<file path="config.mk">
export PLATFORM = sky130hd
export DESIGN_NAME = lx_autoneg
export DESIGN_NICKNAME = d
export VERILOG_FILES = /design/src/rtl/lx_an_pkg.sv /design/src/rtl/lx_an_rxmatch.sv /design/src/rtl/lx_an_timer.sv /design/src/rtl/lx_an_resolve.sv /design/src/rtl/lx_autoneg.sv
export SDC_FILE = /design/constraint.sdc
export NUM_CORES = 1
export LEC_CHECK = 0
export ABC_AREA = 1
export ABC_CLOCK_PERIOD_IN_PS = 4800
export BUFFER_PORTS_ARGS = -buffer_cell sky130_fd_sc_hd__buf_4
export CAP_MARGIN = 20
export CORE_ASPECT_RATIO = 1.25
export CORE_MARGIN = 2
export CORE_UTILIZATION = 50
export CTS_CLUSTER_DIAMETER = 100
export DETAILED_ROUTE_END_ITERATION = 16
export PLACE_DENSITY_LB_ADDON = 0.08
export SLEW_MARGIN = 0
export SYNTH_ARGS = -nofsm -noshare
export SYNTH_HDL_FRONTEND = slang
export SYNTH_SLANG_ARGS = --single-unit
</file>
<file path="constraint.sdc">
create_clock -name clk -period 4.8 [get_ports clk]
set_input_delay 0.24 -clock clk [delete_from_list [all_inputs] [get_ports clk]]
set_output_delay 0.24 -clock clk [all_outputs]
set_load 0.02 [all_outputs]
</file>
<file path="src/rtl/lx_an_pkg.sv">
package lx_an_pkg;
  typedef enum logic [2:0] {
    ST_OFF, ST_BREAK, ST_ABIL, ST_ACK, ST_CPL, ST_IDLE, ST_UP, ST_FAIL
  } an_state_t;

  localparam int unsigned CW_W  = 16;
  localparam int unsigned B_NP  = 15;
  localparam int unsigned B_ACK = 14;
  // bits kept in a transmitted base page: NP, ACK, RF, pause pair, HD, FD
  localparam logic [CW_W-1:0] BASE_KEEP = 16'hF1E0;
  localparam logic [CW_W-1:0] NO_ACK    = 16'hBFFF;
endpackage

</file>
<file path="src/rtl/lx_an_rxmatch.sv">
module lx_an_rxmatch #(
  parameter int unsigned MATCH_N = 3,
  parameter int unsigned IDLE_N  = 3
) (
  input  logic        clk,
  input  logic        rst,
  input  logic        rx_valid,
  input  logic [15:0] rx_word,
  input  logic        rx_idle,
  output logic        ab_match,
  output logic        ack_match,
  output logic        idle_match,
  output logic [15:0] word
);
  import lx_an_pkg::*;
  localparam int unsigned CW = $clog2(MATCH_N + 1);
  localparam int unsigned IW = $clog2(IDLE_N + 1);
  localparam logic [CW-1:0] M_LIM = CW'(MATCH_N);
  localparam logic [IW-1:0] I_LIM = IW'(IDLE_N);

  logic [CW-1:0] same_cnt, ack_cnt;
  logic [IW-1:0] idle_cnt;
  logic          same_word, ack_run;

  assign same_word = (same_cnt != '0) && ((rx_word & NO_ACK) == (word & NO_ACK));
  assign ack_run   = (ack_cnt != '0) && (rx_word == word);

  always_ff @(posedge clk) begin
    if (rst) begin
      same_cnt <= '0;
      ack_cnt  <= '0;
      idle_cnt <= '0;
      word     <= '0;
    end else if (rx_valid) begin
      word     <= rx_word;
      idle_cnt <= '0;
      if (same_word) same_cnt <= (same_cnt == M_LIM) ? same_cnt : same_cnt + 1'b1;
      else           same_cnt <= CW'(1);
      if (!rx_word[B_ACK]) ack_cnt <= '0;
      else if (ack_run)    ack_cnt <= (ack_cnt == M_LIM) ? ack_cnt : ack_cnt + 1'b1;
      else                 ack_cnt <= CW'(1);
    end else begin
      same_cnt <= '0;
      ack_cnt  <= '0;
      if (rx_idle) idle_cnt <= (idle_cnt == I_LIM) ? idle_cnt : idle_cnt + 1'b1;
      else         idle_cnt <= '0;
    end
  end

  assign ab_match   = (same_cnt == M_LIM);
  assign ack_match  = (ack_cnt == M_LIM);
  assign idle_match = (idle_cnt == I_LIM);
endmodule

</file>
<file path="src/rtl/lx_an_timer.sv">
module lx_an_timer #(
  parameter int unsigned LIMIT = 1250000
) (
  input  logic clk,
  input  logic rst,
  input  logic clr,
  output logic done
);
  localparam int unsigned W = $clog2(LIMIT + 1);
  localparam logic [W-1:0] LIM = W'(LIMIT);
  logic [W-1:0] cnt;

  always_ff @(posedge clk) begin
    if (rst || clr)     cnt <= '0;
    else if (cnt != LIM) cnt <= cnt + 1'b1;
  end

  assign done = (cnt == LIM);
endmodule

</file>
<file path="src/rtl/lx_an_resolve.sv">
module lx_an_resolve (
  input  logic [3:0] loc,  // {asym, sym, hd, fd}
  input  logic [3:0] lp,
  output logic       fd,
  output logic       dup_ok,
  output logic       tx_p,
  output logic       rx_p
);
  logic both_sym;
  assign fd       = loc[0] & lp[0];
  assign dup_ok   = fd | (loc[1] & lp[1]);
  assign both_sym = loc[2] & lp[2];
  assign tx_p     = both_sym | (!loc[2] & loc[3] & lp[2] & lp[3]);
  assign rx_p     = both_sym | (loc[2] & loc[3] & !lp[2] & lp[3]);
endmodule

</file>
<file path="src/rtl/lx_autoneg.sv">
module lx_autoneg #(
  parameter int unsigned LINK_TIMER = 1250000,
  parameter int unsigned MATCH_N    = 3,
  parameter int unsigned IDLE_N     = 3
) (
  input  logic        clk,
  input  logic        rst,
  input  logic [15:0] adv_base,
  input  logic [15:0] adv_np,
  input  logic        an_en,
  input  logic        an_restart,
  input  logic        link_rst,
  input  logic        force_link,
  input  logic        rx_cfg_valid,
  input  logic [15:0] rx_cfg,
  input  logic        rx_idle,
  input  logic        sync_ok,
  input  logic        los,
  input  logic        rx_energy,
  output logic        tx_cfg_valid,
  output logic [15:0] tx_cfg,
  output logic [15:0] lp_base,
  output logic [15:0] lp_np,
  output logic        link_up,
  output logic        full_duplex,
  output logic        tx_pause,
  output logic        rx_pause,
  output logic        an_fail
);
  import lx_an_pkg::*;

  an_state_t   state, nxt;
  logic        np_phase, np_nxt;
  logic        lrst_q, en_q, rs_q, sync_q, trig, hold;
  logic        ab_match, ack_match, idle_match, tmr_done, tmr_clr;
  logic [15:0] mword, ref_page, page;
  logic        zero_rx, changed;
  logic        r_fd, r_ok, r_txp, r_rxp;

  lx_an_rxmatch #(.MATCH_N(MATCH_N), .IDLE_N(IDLE_N)) u_match (
    .clk(clk), .rst(rst), .rx_valid(rx_cfg_valid), .rx_word(rx_cfg),
    .rx_idle(rx_idle), .ab_match(ab_match), .ack_match(ack_match),
    .idle_match(idle_match), .word(mword));

  lx_an_timer #(.LIMIT(LINK_TIMER)) u_timer (
    .clk(clk), .rst(rst), .clr(tmr_clr), .done(tmr_done));

  lx_an_resolve u_res (
    .loc(adv_base[8:5]), .lp(lp_base[8:5]),
    .fd(r_fd), .dup_ok(r_ok), .tx_p(r_txp), .rx_p(r_rxp));

  always_ff @(posedge clk) begin
    if (rst) begin
      lrst_q <= 1'b0; en_q <= 1'b0; rs_q <= 1'b0; sync_q <= 1'b0;
    end else begin
      lrst_q <= link_rst; en_q <= an_en; rs_q <= an_restart; sync_q <= sync_ok;
    end
  end

  assign trig     = (lrst_q && !link_rst) || (an_en && !en_q) ||
                    (an_restart && !rs_q) || (sync_ok && !sync_q);
  assign hold     = link_rst || !sync_ok;
  assign zero_rx  = rx_cfg_valid && (rx_cfg == 16'h0);
  assign ref_page = np_phase ? lp_np : lp_base;
  assign changed  = ab_match && ((mword & NO_ACK) != ref_page);

  always_comb begin
    nxt = state;
    if (!an_en)            nxt = ST_OFF;
    else if (hold || trig) nxt = ST_BREAK;
    else begin
      case (state)
        ST_OFF:   nxt = ST_BREAK;
        ST_BREAK: if (tmr_done) nxt = ST_ABIL;
        ST_ABIL:  if (ab_match && ((mword & NO_ACK) != 16'h0) &&
                      (!np_phase || ((mword & NO_ACK) != lp_base))) nxt = ST_ACK;
        ST_ACK: begin
          if (zero_rx || changed) nxt = ST_BREAK;
          else if (ack_match && ((mword & NO_ACK) == ref_page)) nxt = ST_CPL;
        end
        ST_CPL: begin
          if (zero_rx || changed) nxt = ST_BREAK;
          else if (tmr_done)
            nxt = (!np_phase && adv_base[B_NP] && lp_base[B_NP]) ? ST_ABIL : ST_IDLE;
        end
        ST_IDLE: begin
          if (zero_rx) nxt = ST_BREAK;
          else if (tmr_done && idle_match) nxt = r_ok ? ST_UP : ST_FAIL;
        end
        ST_UP, ST_FAIL: if (rx_cfg_valid) nxt = ST_BREAK;
        default: nxt = ST_BREAK;
      endcase
    end
  end

  always_comb begin
    if (nxt == ST_OFF || nxt == ST_BREAK)      np_nxt = 1'b0;
    else if (state == ST_CPL && nxt == ST_ABIL) np_nxt = 1'b1;
    else                                        np_nxt = np_phase;
  end

  assign tmr_clr = (nxt != state) || (nxt == ST_BREAK && (hold || trig));

  always_comb begin
    page = np_nxt ? adv_np : (adv_base & BASE_KEEP);
    page[B_ACK] = (nxt == ST_ACK) || (nxt == ST_CPL);
  end

  always_ff @(posedge clk) begin
    if (rst) begin
      state        <= ST_OFF;
      np_phase     <= 1'b0;
      lp_base      <= '0;
      lp_np        <= '0;
      tx_cfg_valid <= 1'b0;
      tx_cfg       <= '0;
      link_up      <= 1'b0;
      full_duplex  <= 1'b0;
      tx_pause     <= 1'b0;
      rx_pause     <= 1'b0;
      an_fail      <= 1'b0;
    end else begin
      state    <= nxt;
      np_phase <= np_nxt;
      if (state == ST_ABIL && nxt == ST_ACK) begin
        if (np_phase) lp_np   <= mword & NO_ACK;
        else          lp_base <= mword & NO_ACK;
      end
      tx_cfg_valid <= (nxt == ST_BREAK) || (nxt == ST_ABIL) ||
                      (nxt == ST_ACK) || (nxt == ST_CPL);
      tx_cfg       <= (nxt == ST_ABIL || nxt == ST_ACK || nxt == ST_CPL) ? page : 16'h0;
      link_up      <= (nxt == ST_UP) ||
                      (nxt == ST_OFF && force_link && (!los || rx_energy));
      full_duplex  <= (nxt == ST_UP) && r_fd;
      tx_pause     <= (nxt == ST_UP) && r_txp;
      rx_pause     <= (nxt == ST_UP) && r_rxp;
      an_fail      <= (nxt == ST_FAIL);
    end
  end
endmodule

</file>
### Yosys cells after proc, flatten, opt, wreduce, memory -nomap -nowiden

Index checks and enable logic that the tools add are counted.

| cells by class | value |
|---|---|
| $add $sub $neg | 4 |
| equality and inequality tests | 26 |
| mux-type cells | 22 |
| bitwise logic cells | 20 |
| reductions and logical operators | 65 |

Operators with widths:

| operator | number |
|---|---|
| $mux 3 | 12 |
| $eq 16x16->1 | 2 |
| $mux 16 | 2 |
| $logic_and 1x1->1 | 22 |
| $add 21x1->21 const B | 1 |
| $eq 21x21->1 const B | 1 |
| $eq 3x3->1 const B | 7 |
| $ne 21x21->1 const B | 1 |
| $pmux 3 s7 | 1 |
| $logic_or 1x1->1 | 18 |
| $logic_not 16->1 | 1 |
| $ne 16x16->1 | 1 |
| $reduce_bool 16->1 | 1 |
| $eq 15x15->1 | 1 |
| $ne 15x15->1 | 1 |
| $eq 3x2->1 const B | 4 |
| $reduce_or 3->1 | 4 |
| $and 1x1->1 | 9 |
| $logic_not 1->1 | 9 |
| $not 1->1 | 8 |
| $mux 1 | 7 |
| $add 2x1->2 const B | 3 |
| $eq 2x2->1 const B | 3 |
| $eq 3x1->1 const B | 2 |
| other kinds (8) | 16 |

| storage, ports and cells | value |
|---|---|
| register bits after elaboration | 103 |
| input port bits | 59 |
| output and inout port bits | 54 |
| logic and storage cells | 160 |

### Longest topological paths before layout

Gate-level depths: netlist of the first run.

| logic depth | value |
|---|---|
| depth after elaboration | 15 |
| mapped depth | 21 |
| depth with buffers taken out | 20 |

### Modules after synthesis

A second synthesis of the first run with hierarchy kept.

| second synthesis, totals | value |
|---|---|
| cell total of the unflattened synthesis | 875 |
| area, all modules | 5669.2 um^2 |

By module, submodules not included:

| module | instances | cells each | area an instance (um^2) | seq. area each (um^2) |
|---|---|---|---|---|
| lx_autoneg | 1 | 525 | 3301.9 | 1201.2 |
| lx_an_timer | 1 | 179 | 1199.9 | 420.4 |
| lx_an_rxmatch | 1 | 162 | 1131.1 | 440.4 |
| lx_an_resolve | 1 | 9 | 36.3 | 0.0 |

### Worst setup path after synthesis of the first run

Ideal clock, no wire load.

| timing path | value |
|---|---|
| path type | register to register |
| start | register u_timer.cnt[0] |
| end | register tx_cfg[12] |
| setup time | 0.112 ns |
| arrival time | 2.029 ns |
| data required time | 4.688 ns |
| slack | 2.659 ns |
| cell stages (with the launch flop) | 20 |
| buffers on the path | 0 |
| clock period less this slack | 2.141 ns |
| cell sequence | dfxtp_1 inv_1 ha_1 nand2_1 nor2_1 nand3_1 nor2_4 nand2_1 nand2_1 nor2_1 nor2_1 nand2_1 inv_1 nand3_4 nor2_2 nand2_2 nand2_4 nand2_2 nor2_1 nor2_1 |

| on the way | value |
|---|---|
| cells in the longest elaborated chain, start to end | 12 |
| elaborated cells between the ends (all ways) | 24 |
| classes of those cells | 5 x eq/ne; 11 x mux; 1 x bitwise; 7 x reduce/logical |

RTL lines:

| element | RTL line | text |
|---|---|---|
| from (decl) | lx_an_timer.sv:11 | `logic [W-1:0] cnt;` |
| from (signal assigned) | lx_an_timer.sv:15 | `else if (cnt != LIM) cnt <= cnt + 1'b1;` |
| $eq 21x21->1 * | lx_an_timer.sv:18 | `assign done = (cnt == LIM);` |
| $logic_and 1x1->1 | lx_autoneg.sv:88 | `else if (tmr_done && idle_match) nxt = r_ok ? ST_UP : ST_FAIL;` |
| $mux 3 | lx_autoneg.sv:88 |  |
| $mux 3 | lx_autoneg.sv:87 | `if (zero_rx) nxt = ST_BREAK;` |
| $pmux 3 s7 * | lx_autoneg.sv:72 | `case (state)` |
| $mux 3 * | lx_autoneg.sv:70 | `else if (hold \|\| trig) nxt = ST_BREAK;` |
| $mux 3 * | lx_autoneg.sv:69 | `if (!an_en) nxt = ST_OFF;` |
| $eq 3x2->1 (on tied branches) | lx_autoneg.sv:98, lx_autoneg.sv:131 |  |
| $logic_and 1x1->1 or $logic_or 1x1->1 (tied branches) | lx_autoneg.sv:98, lx_autoneg.sv:131 |  |
| $mux 1 or $logic_or 1x1->1 (tied branches) | lx_autoneg.sv:98, lx_autoneg.sv:131 |  |
| $mux 1 or $not 1->1 (tied branches) | -- |  |
| $mux 16 or $reduce_or 2->1 (tied branches) | -- |  |
| to (signal assigned) | lx_autoneg.sv:131 | `tx_cfg <= (nxt == ST_ABIL \|\| nxt == ST_ACK \|\| nxt == ST_CPL) ? page : 16'h0;` |
| to (decl) | lx_autoneg.sv:21 | `output logic [15:0] tx_cfg,` |

Every way passes the cells marked *; elsewhere a longest branch is shown, timed or not.
A chain may end at the register's enable or synchronous reset.

### Worst setup path after layout of the first run

| timing path | value |
|---|---|
| start | register np_phase |
| end | register u_timer.cnt[10] |

| on the way | value |
|---|---|
| cells in the longest elaborated chain, start to end | 13 |
| elaborated cells between the ends (all ways) | 25 |
| classes of those cells | 4 x eq/ne; 10 x mux; 11 x reduce/logical |

RTL lines:

| element | RTL line | text |
|---|---|---|
| from (decl) | lx_autoneg.sv:33 | `logic np_phase, np_nxt;` |
| from (signal assigned) | lx_autoneg.sv:124 | `np_phase <= np_nxt;` |
| branches (longest 6 deep; another with $mux 16) | -- |  |
| $pmux 3 s7 * | lx_autoneg.sv:72 |  |
| $mux 3 * | lx_autoneg.sv:70 |  |
| $mux 3 * | lx_autoneg.sv:69 |  |
| $eq 3x1->1 | lx_autoneg.sv:102 | `assign tmr_clr = (nxt != state) \|\| (nxt == ST_BREAK && (hold \|\| trig));` |
| $logic_and 1x1->1 | lx_autoneg.sv:102 |  |
| $logic_or 1x1->1 * | lx_autoneg.sv:102 |  |
| $logic_or 1x1->1 * | lx_an_timer.sv:14 | `if (rst \|\| clr) cnt <= '0;` |

Every way passes the cells marked *.

==> results of run 1 <==
per-stage QoR:
stage	instances	hold WS [ns]	utilization [%]
floorplan	846	0.347	-
global placement	1060	0.453	58.4
detailed placement	1060	0.463	58.4
CTS	1076	0.110	61.2
global route	1076	0.120	61.2
finish	1076	0.116	61.2
cell usage in the layout, fill, tap and decap left out, types with 2 or more instances in the layout:
| master | n |
|---|---|
| nor2_2 | 13 |
| inv_2 | 4 |
| conb_1 | 2 |
| xor2_1 | 18 |
| nand4_1 | 10 |
| nand3_1 | 40 |
| xnor2_1 | 14 |
| buf_4 | 104 |
| o21ai_0 | 13 |
| nor4_1 | 6 |
| clkbuf_16 | 9 |
| nand2_2 | 5 |
| o22ai_1 | 13 |
| dfxtp_1 | 103 |
| nand2_4 | 2 |
| nor3_1 | 12 |
| a21oi_1 | 9 |
| clkbuf_8 | 3 |
| nand4_2 | 2 |
| ha_1 | 7 |
| clkinv_2 | 2 |
| nor2_1 | 135 |
| nor2_4 | 20 |
| a31oi_1 | 2 |
| a211oi_1 | 3 |
| inv_1 | 116 |
| nand3b_1 | 4 |
| nand2_1 | 255 |
path summary, 6_finish.rpt:
path                                         from                              end  slack (ns)
setup / recovery              np_phase$_SDFF_PP0_     u_timer.cnt[10]$_SDFFE_PP0P_        1.49
hold / removal                           link_rst                lrst_q$_SDFF_PP0_        0.12
setup reg to reg              np_phase$_SDFF_PP0_     u_timer.cnt[10]$_SDFFE_PP0P_        1.49
hold reg to reg   u_match.ack_cnt[1]$_SDFFE_PP0P_  u_match.ack_cnt[1]$_SDFFE_PP0P_        0.49
area by class of cell:
cell class	count	area [sq um]
clock buffers	13	270
multi-input cells	597	2970
well taps	135	169
inverters	121	454
flip-flops and latches	103	2060
fillers	1062	4280
clock inverters	3	40.0
repair buffers	104	781
where the power goes:
group / total (mW) / switching [mW] / leakage, nW / internal [mW]
logic: 0.151 / 0.0877 / 2.38 / 0.0629
clock network: 0.759 / 0.313 / 0.156 / 0.446
registers: 0.885 / 0.0177 / 0.835 / 0.867
total: 1.79 / 0.418 / 3.38 / 1.38
kinds of logic (layout without fill, tap and decap cells):
family          count (synthesis)  in the layout  synth area share [%]
compound gates                 46             46                  4.88
xor+xnor                       32             32                  4.97
fa+ha+maj                       7              7                  1.55
buf+inv                       146            241                  10.7
flops                         103            103                  36.6
mux                             1              1                 0.178
other cells                     1              2                0.0665
simple gates                  509            509                  41.0
routing by layer:
| metal | global-route usage [%] | part of all wire [%] |
|---|---|---|
| met1 | 29.2 | 44 |
| met2 | 40.9 | 49 |
| met3 | 3.25 | 5.0 |
| met4 | 10.1 | 2.3 |
| met5 | 0 | 0 |
critical path: cells and delay by family (launching register included):
family                 cells  cell delay, ns
AO/OA/AOI/OAI              1            0.14
buffers and inverters      2            0.64
flip-flops                 1            0.30
AND/OR/NAND/NOR           15            2.12
registers in the layout, summed over array words and instances, names as in the netlist, 2 cells and up:
register and cells:
tx_cfg 16, u_match.same_cnt 2, lp_np 15, u_match.ack_cnt 2, u_match.word 16, u_timer.cnt 21
state 3, u_match.idle_cnt 2, lp_base 15
==> results.yml, run 1 <==
status:
  status: "completed"
sta:
  clock.fmax_mhz: 302
  setup_tns_ns: 0
  rsz0062_at_grt: "no"
  final-setup-viol-count: 0
  hold_violations: 0
  fin_crit_sh_pct: 68.9
  finalWorstSetupSlack_ns: 1.49
  finalClockSkew_ns: 0.00775
  layout_min_cycle_time_ns: 3.31
  slew_viol_final: 0
  worst_slew_pin_slew_ns: 0.653
  slew-limit-headroom_pct: 56.3
critical_path:
  cp-start-kind: "register"
  crit_slowest_cell: "nand3b_4"
  critical_path_required_ns: 5.06
  worst-r2r-cell-count: 18
  cp-end-kind: "register"
  path_class: "register to register"
  max_stage_delay_ns: 0.47
  cp_max_fo: 24
  crit_chain: "buf_4, inv_2, nand2_1, nand3_1, nand2_1, nor2_1, nand2_1, nor2_1, nand2_1, a21oi_1, nand2_1, nand2_1, nand2_2, nand2_1, nand2_1, nor2_2, nand3b_4, nor2_1"
  crit_arrival_ns: 3.57
  crit_path_frequent_cell: "nand2_1"
final_layout:
  nets: 1002
  finalInstanceArea_sq_mm: 0.00675
  num_antenna_cells: 0
  area_growth_pct: 19.7
  drive_above_1_share_pct: 18.1
routing:
  wl_microns: 14000
  vias: 5337
  first_iter_violations: 189
  drcViolationCount: 0
  routedWlPerCell_microns: 13.0
  antenna_left: 0
  via_per_inst: 4.96
  dr.pass1.iters: 5
clock_tree:
  cts_resized: 0
  hold_buffers: 0
  clockBufferDepth: 2
  postCtsSetupBuffers: 0
  cts-root-buf: "clkbuf_16"
  path_clk_slew_ns: 0.07
  numCtsBuffers: 9
  cts_sinks: 103
  cts_tree: "yes"
  h-tree-depth: 3
  clkLatencyLatePin_ns: 0.34
place:
  port_buffers: 100
  place_congestion: 0.882
  hpwl_microns: 10500
  place_worst_setup_slack_ns: 1.48
  placed_area_sq_mm: 0.00644
power_and_ir_drop:
  power_density_mw_per_mm2: 266
  ir_drop_v: 0.000189
  total_power_mw: 1.79
  leakage_nw: 3.38
floorplan:
  dieWidth_microns: 99.0
  core_area_sq_mm: 0.0110
  dieHeight_microns: 123
  num_rows: 43
  dieArea_sq_mm: 0.0121
  pin_count: 113
  start_util_pct: 51.1
synthesis:
  synth_edf_count: 0
  netlist_area_sq_mm: 0.00564
  ys_warn_count: 0
  ys_types: 41
  syn_inst: 845
  ys_async_sr_fraction_pct: 0
  avgSynthCellArea_sq_um: 6.67
  synth_flop_cell: "dfxtp_1"
  synth_seq_cells: 103
  synth.area.top_cells: "dfxtp_1 (37%), nand2_1 (17%), nor2_1 (9.0%)"
  synth_top_area_share_pct: 36.6
  yosys.area.top_type: "dfxtp_1"
  synth.most_common_cell: "nand2_1"
  synthTopCellsByCount: "nand2_1 (255), nor2_1 (135), inv_1 (116)"
  synth_seq_area_share_pct: 36.6
global_routing:
  grt_start_max_net_pins: 35
  grt_antenna_before_repair: 0
  grt_use_total_pct: 23.6
  grt_first_pass_wirelength_microns: 23100
  overflow: 0
  grt_pass1_vias: 4958
worst_hold_path:
  whs_path_depth: 3
  hold_class: "input pin to register"
job:
  cap_violations: 0
Note: power is estimated with default switching activity, not from simulation.
==> inputs of run 2 (changes only) <==
ABC_CLOCK_PERIOD_IN_PS = 2800   (was 4800)
clock period = 2.8 ns   (was 4.8 ns; I/O delays follow)
==> run 2 against run 1 <==
- via count decreased by 0.13%
- clock skew about the same
- sequential power increased by 72%
- sequential cell count unchanged
- critical path depth increased by 3
- combinational power increased by 76%
- worst hold slack got worse by 0.11 ns
- clock-buffer cell count decreased by 1
- clock power increased by 66%
- critical endpoint is now tx_cfg[7]$_SDFF_PP0_
- final area increased by 1.4%
- total power increased by 69%
- utilization increased by 0.88 points
==> results.yml, run 2 (same netlist as run 1, synthesis figures left out) <==
critical_path:
  reg2reg_slack_ns: 0.23
  path_class: "register to register"
  critical_path_required_ns: 3.07
  worstReg2RegEnd: "tx_cfg[7]$_SDFF_PP0_"
  crit_arrival_ns: 2.84
  worst-r2r-cell-count: 21
  r2r_start: "np_phase$_SDFF_PP0_"
  cp_max_fo: 17
  cp-end-kind: "register"
  cp-start-kind: "register"
final_layout:
  drive_above_1_share_pct: 19.2
  largest-register: "u_timer.cnt"
  layout_common_cells: "nand2_1 (255), nor2_1 (133), inv_1 (116)"
  largest_registers: "u_timer.cnt x21, tx_cfg x16, u_match.word x16"
  num_antenna_cells: 0
  nets: 1011
  fin_cells: 1085
  area_growth_pct: 21.5
  layout_commonest_cell: "nand2_1"
  largest_register_ffs: 21
  nFillCells: 1058
routing:
  routed.top_layer: "met4"
  via_per_inst: 4.91
  met1_length_microns: 6030
  dr_wl_met2_microns: 6940
  wl_met3_microns: 696
  antenna_left: 0
  vias: 5330
  dr.pass1.iters: 5
  first_iter_violations: 227
  routedWlPerCell_microns: 13.0
  drcViolationCount: 0
  wl_microns: 14100
clock_tree:
  clockBufferDepth: 2
  cts_tree: "yes"
  clkLatencyLatePin_ns: 0.35
  hold_buffers: 0
  numCtsBuffers: 9
  cts-root-buf: "clkbuf_16"
  h-tree-depth: 3
  path_clk_slew_ns: 0.06
  cts_sinks: 103
power_and_ir_drop:
  leakage_nw: 3.43
  p_clk_share_pct: 41.4
  comb_power_share_pct: 8.7
  swShare_pct: 23.9
  ir_drop_v: 0.000249
  p_switching_mw: 0.726
  intPower_mw: 2.31
  power_density_mw_per_mm2: 444
  p_seq_share_pct: 49.9
place:
  hpwl_microns: 10700
  port_buffers: 100
  place_congestion: 0.951
  placedCellCount: 1065
global_routing:
  grt_start_max_net_pins: 31
  grt_use_total_pct: 23.4
  grt_pass1_vias: 4916
  grt_antenna_before_repair: 0
  overflow: 0
  grt_first_pass_wirelength_microns: 22800
sta:
  fin_crit_sh_pct: 91.7
  slew-limit-headroom_pct: 57.3
  slew_viol_final: 0
  hold_violations: 0
  whs_ns: 0.00748
  rsz0062_at_grt: "yes"
  finalClockSkew_ns: 0.00783
  worst_slew_pin_slew_ns: 0.639
  final-setup-viol-count: 0
  setup_tns_ns: 0
  layout_min_cycle_time_ns: 2.57
  clock.fmax_mhz: 389
floorplan:
  pin_count: 113
  dieHeight_microns: 123
  dieWidth_microns: 99.0
  dieArea_sq_mm: 0.0121
  start_util_pct: 51.1
  core_area_sq_mm: 0.0110
  num_rows: 43
status:
  status: "completed"
worst_hold_path:
  whs_path_depth: 3
  hold_class: "input pin to register"
  min_to: "tx_cfg[15]$_SDFF_PP0_"
  hold_start: "adv_np[15]"
job:
  cap_violations: 0
[run 2: cell types whose count changed in the layout (fill, tap and decap cells not counted), sizes merged]
cell / delta
clkinv: +1
clkbuf: -1
buf: +9
[run 2: repair_timing]
item | CTS | global route
buffers inserted | 0 | 4
endpoints found under the setup margin | 0 | 67
resized for setup | 0 | 11
[run 2: area by class of cell]
type / instances / area (sq um) / share of cell area (%)
Clock buffer: 12 / 246 / 3.60
Clock inverter: 4 / 45.0 / 0.658
Inverter: 121 / 454 / 6.63
Multi-Input combinational cell: 597 / 2990 / 43.7
Sequential cell: 103 / 2060 / 30.1
Tap cell: 135 / 169 / 2.47
Timing Repair Buffer: 113 / 880 / 12.8
[run 2: how the worst max path moves through the flow]
stage	startpoint	endpoint	slack (ns)	depth (start not counted)
4_1_cts	np_phase$_SDFF_PP0_	lp_np[13]$_SDFFE_PP0P_	0.02	21
3_3_place_gp	np_phase$_SDFF_PP0_	lp_base[10]$_SDFFE_PP0P_	0.1	21
3_5_place_dp	np_phase$_SDFF_PP0_	lp_np[13]$_SDFFE_PP0P_	0.04	20
5_1_grt	u_timer.cnt[1]$_SDFFE_PP0P_	tx_cfg[7]$_SDFF_PP0_	-0.01	20
6_report	np_phase$_SDFF_PP0_	tx_cfg[7]$_SDFF_PP0_	0.23	21
2_1_floorplan	u_timer.cnt[0]$_SDFFE_PP0P_	tx_cfg[12]$_SDFF_PP0_	0.66	19
[run 2: per-layer routing]
| layer | up-vias | GRT usage (%) |
|---|---|---|
| li1 | 2776 | - |
| met5 | - | 0 |
| met4 | 0 | 12.0 |
| met3 | 30 | 2.73 |
| met1 | 2393 | 28.5 |
| met2 | 131 | 40.5 |
[run 2: metrics by stage]
step | setup WS (ns) | cell area, sq um | total power, mW | utilization (%)
final | 0.231 | 6850 | 3.04 | 62.1
after global routing | -0.0122 | 6850 | 3.14 | 62.1
after CTS | 0.0175 | 6780 | 3.06 | 61.5
after detailed placement | 0.0409 | 6490 | 1.81 | 58.8
after global placement | 0.0989 | 6490 | 1.81 | 58.8
after floorplan | 0.659 | 5640 | 1.70 | -
[run 2: critical path, cell delays in order (launching register included)]
cell	delay [ns]
dfxtp_2	0.37
inv_2	0.05
buf_6	0.16
nand2_1	0.17
nand2_1	0.07
nand2_1	0.06
nand2_1	0.05
nor2_1	0.08
nand2_1	0.06
nor2_2	0.16
nand3_1	0.13
nand2_1	0.09
nand2_1	0.06
nand2_1	0.07
nand2_1	0.08
nand2_2	0.14
nand2_1	0.07
nand2_1	0.10
nand2_4	0.09
nor2_8	0.18
nand2_1	0.10
nor2_1	0.15
[run 2: power by group through the flow]
stage / registers (mW) / clock network, mW / logic (mW)
after floorplan: 1.54 / 0 / 0.164
after global placement: 1.55 / 0 / 0.258
after detailed placement: 1.55 / 0 / 0.263
after CTS: 1.52 / 1.28 / 0.265
after global routing: 1.52 / 1.33 / 0.296
final: 1.52 / 1.26 / 0.266
==> inputs of run 3 (changes only) <==
CORE_MARGIN = 10   (was 2)
GPL_TIMING_DRIVEN = 0   (was unset)
==> run 3 against run 2 <==
- setup slack got worse by 0.022 ns
- utilization rose by 1.2 points
- register-to-register slack got worse by 0.02 ns
- final area increased by 2.4%
- via count is 2.6% higher
- sequential share of layout area is 0.70 points lower
- global-route usage decreased by 3.0 points
- routed wire length increased by 17%
- critical path depth shrank 1
- clock-buffer cell count is 1 lower
- clock skew up 0.0015 ns
- sequential cell count did not move
- largest cell class unchanged
- largest power group unchanged
==> results.yml, run 3 (same netlist as run 1, synthesis figures left out) <==
critical_path:
  crit_slowest_cell: "dfxtp_4"
  path_class: "register to register"
  worst-r2r-cell-count: 20
  reg2reg_slack_ns: 0.21
  crit_buf_inv: 4
  critical_path_required_ns: 3.04
  crit_path_frequent_cell: "nand2_1"
  crit_arrival_ns: 2.83
  cp_max_fo: 10
  worstReg2RegEnd: "u_timer.cnt[1]$_SDFFE_PP0P_"
  crit_chain: "inv_2, buf_6, nand2_1, nand2_1, nand2_1, nand2_1, nand3_1, nor2_4, nand2_1, nor2_1, nand3_1, nand3_1, nand2_1, inv_2, nand2_1, nand2_1, nor2_2, nand3b_4, buf_12, nor2_2"
  crit_family: "simple AND/OR/NAND/NOR gates"
  max_stage_delay_ns: 0.36
  r2r_start: "np_phase$_SDFF_PP0_"
  cp-start-kind: "register"
  cp-end-kind: "register"
sta:
  clock.fmax_mhz: 386
  layout_min_cycle_time_ns: 2.59
  slew-limit-headroom_pct: 57.8
  fin_crit_sh_pct: 92.5
  finalClockSkew_ns: 0.00935
  final-setup-viol-count: 0
  whs_ns: 0.00377
  slew_viol_final: 0
  rsz0062_at_grt: "no"
  worst_slew_pin_slew_ns: 0.633
  hold_violations: 0
routing:
  vias: 5471
  routedWlPerCell_microns: 15.0
  dr.pass1.iters: 5
  first_iter_violations: 368
  drcViolationCount: 0
  via_per_inst: 4.96
  antenna_left: 0
  wl_microns: 16600
place:
  port_buffers: 100
  hpwl_microns: 12900
  placed_area_sq_mm: 0.00656
  placedCellCount: 1081
  place_congestion: 0.970
job:
  cap_violations: 0
global_routing:
  grt_use_total_pct: 20.4
  grt_antenna_before_repair: 0
  overflow: 0
  grt_pass1_vias: 5403
  grt_start_max_net_pins: 16
  grt_first_pass_wirelength_microns: 26400
final_layout:
  layout_common_cells: "nand2_1 (254), nor2_1 (133), inv_1 (116)"
  finalInstanceArea_sq_mm: 0.00701
  drive_above_1_share_pct: 19.6
  largest-register: "u_timer.cnt"
  largest_registers: "u_timer.cnt x21, tx_cfg x16, u_match.word x16"
  area_growth_pct: 24.4
  nFillCells: 1080
  fin_cells: 1103
  num_antenna_cells: 0
  nets: 1030
  layout_commonest_cell: "nand2_1"
  final_core_util_pct: 63.3
  largest_register_ffs: 21
power_and_ir_drop:
  leakage_nw: 3.50
  total_power_mw: 3.04
  power_density_mw_per_mm2: 433
  ir_drop_v: 0.000236
clock_tree:
  cts_sinks: 103
  path_clk_slew_ns: 0.06
  cts_tree: "yes"
  clkLatencyLatePin_ns: 0.35
  h-tree-depth: 3
  cts-root-buf: "clkbuf_16"
  numCtsBuffers: 9
  clockBufferDepth: 2
floorplan:
  core_area_sq_mm: 0.0111
  dieHeight_microns: 139
  pin_count: 113
  num_rows: 43
  dieArea_sq_mm: 0.0159
  start_util_pct: 50.9
  dieWidth_microns: 115
worst_hold_path:
  hold_class: "input pin to register"
  whs_path_depth: 3
  min_to: "tx_cfg[5]$_SDFF_PP0_"
  hold_start: "adv_np[5]"
status:
  status: "completed"
-- run 3: area by class of cell --
cell class	instances	area, sq um	share of cell area (%)
Buffer	25	193	2.75
Inverter	121	457	6.51
Tap cell	135	169	2.41
Clock inverter	4	47.5	0.678
Timing Repair Buffer	107	828	11.8
Sequential cell	103	2070	29.5
Multi-Input combinational cell	597	3020	43.1
Clock buffer	11	233	3.32
-- run 3: per-stage QoR --
| step | setup TNS (ns) | worst slack (ns) |
|---|---|---|
| floorplan | 0 | 0.659 |
| global placement | 0 | 0.0103 |
| detailed placement | -0.00293 | -0.00293 |
| CTS | 0 | 0.0179 |
| global route | 0 | 0.0000266 |
| finish | 0 | 0.209 |
-- run 3: worst max-delay path by stage --
stage | slack [ns] | depth (start not counted) | start | to
2_1_floorplan | 0.66 | 19 | u_timer.cnt[0]$_SDFFE_PP0P_ | tx_cfg[12]$_SDFF_PP0_
3_3_place_gp | 0.01 | 19 | np_phase$_SDFF_PP0_ | tx_cfg[8]$_SDFF_PP0_
3_5_place_dp | -0.003 | 19 | np_phase$_SDFF_PP0_ | tx_cfg[8]$_SDFF_PP0_
4_1_cts | 0.02 | 19 | np_phase$_SDFF_PP0_ | tx_cfg[8]$_SDFF_PP0_
5_1_grt | 0.00003 | 20 | np_phase$_SDFF_PP0_ | u_timer.cnt[3]$_SDFFE_PP0P_
6_report | 0.21 | 20 | np_phase$_SDFF_PP0_ | u_timer.cnt[1]$_SDFFE_PP0P_
-- run 3: repair_timing --
action	in CTS	in global routing
endpoints found under the hold margin	1	0
gates cloned	0	1
setup endpoints to repair	7	67
pin swaps	0	5
buffers inserted	0	5
gates resized for setup	1	28
hold buffers	1	0
-- run 3: worst reg2reg max path, delay by kind of cell (launching register included) --
| family | cells | cell delay [ns] |
|---|---|---|
| and+or+nand+nor | 16 | 1.46 |
| buffers and inverters | 4 | 0.65 |
| DFF | 1 | 0.36 |
-- run 3: power breakdown --
| part | total, mW | switching, mW | internal [mW] | leakage [nW] |
|---|---|---|---|---|
| clock | 1.24 | 0.550 | 0.686 | 0.135 |
| combinational | 0.293 | 0.171 | 0.121 | 2.53 |
| sequential | 1.51 | 0.0225 | 1.49 | 0.836 |
| total | 3.04 | 0.744 | 2.29 | 3.50 |
-- run 3: layer usage --
metal  global-route usage (%)  vias to the layer above  routed length (microns)
met3                     4.46                       46                      908
met4                     9.40                        0                      696
li1                         -                     2823                        -
met5                        0                        -                        0
met1                     22.3                     2453                     6550
met2                     35.9                      149                     8420
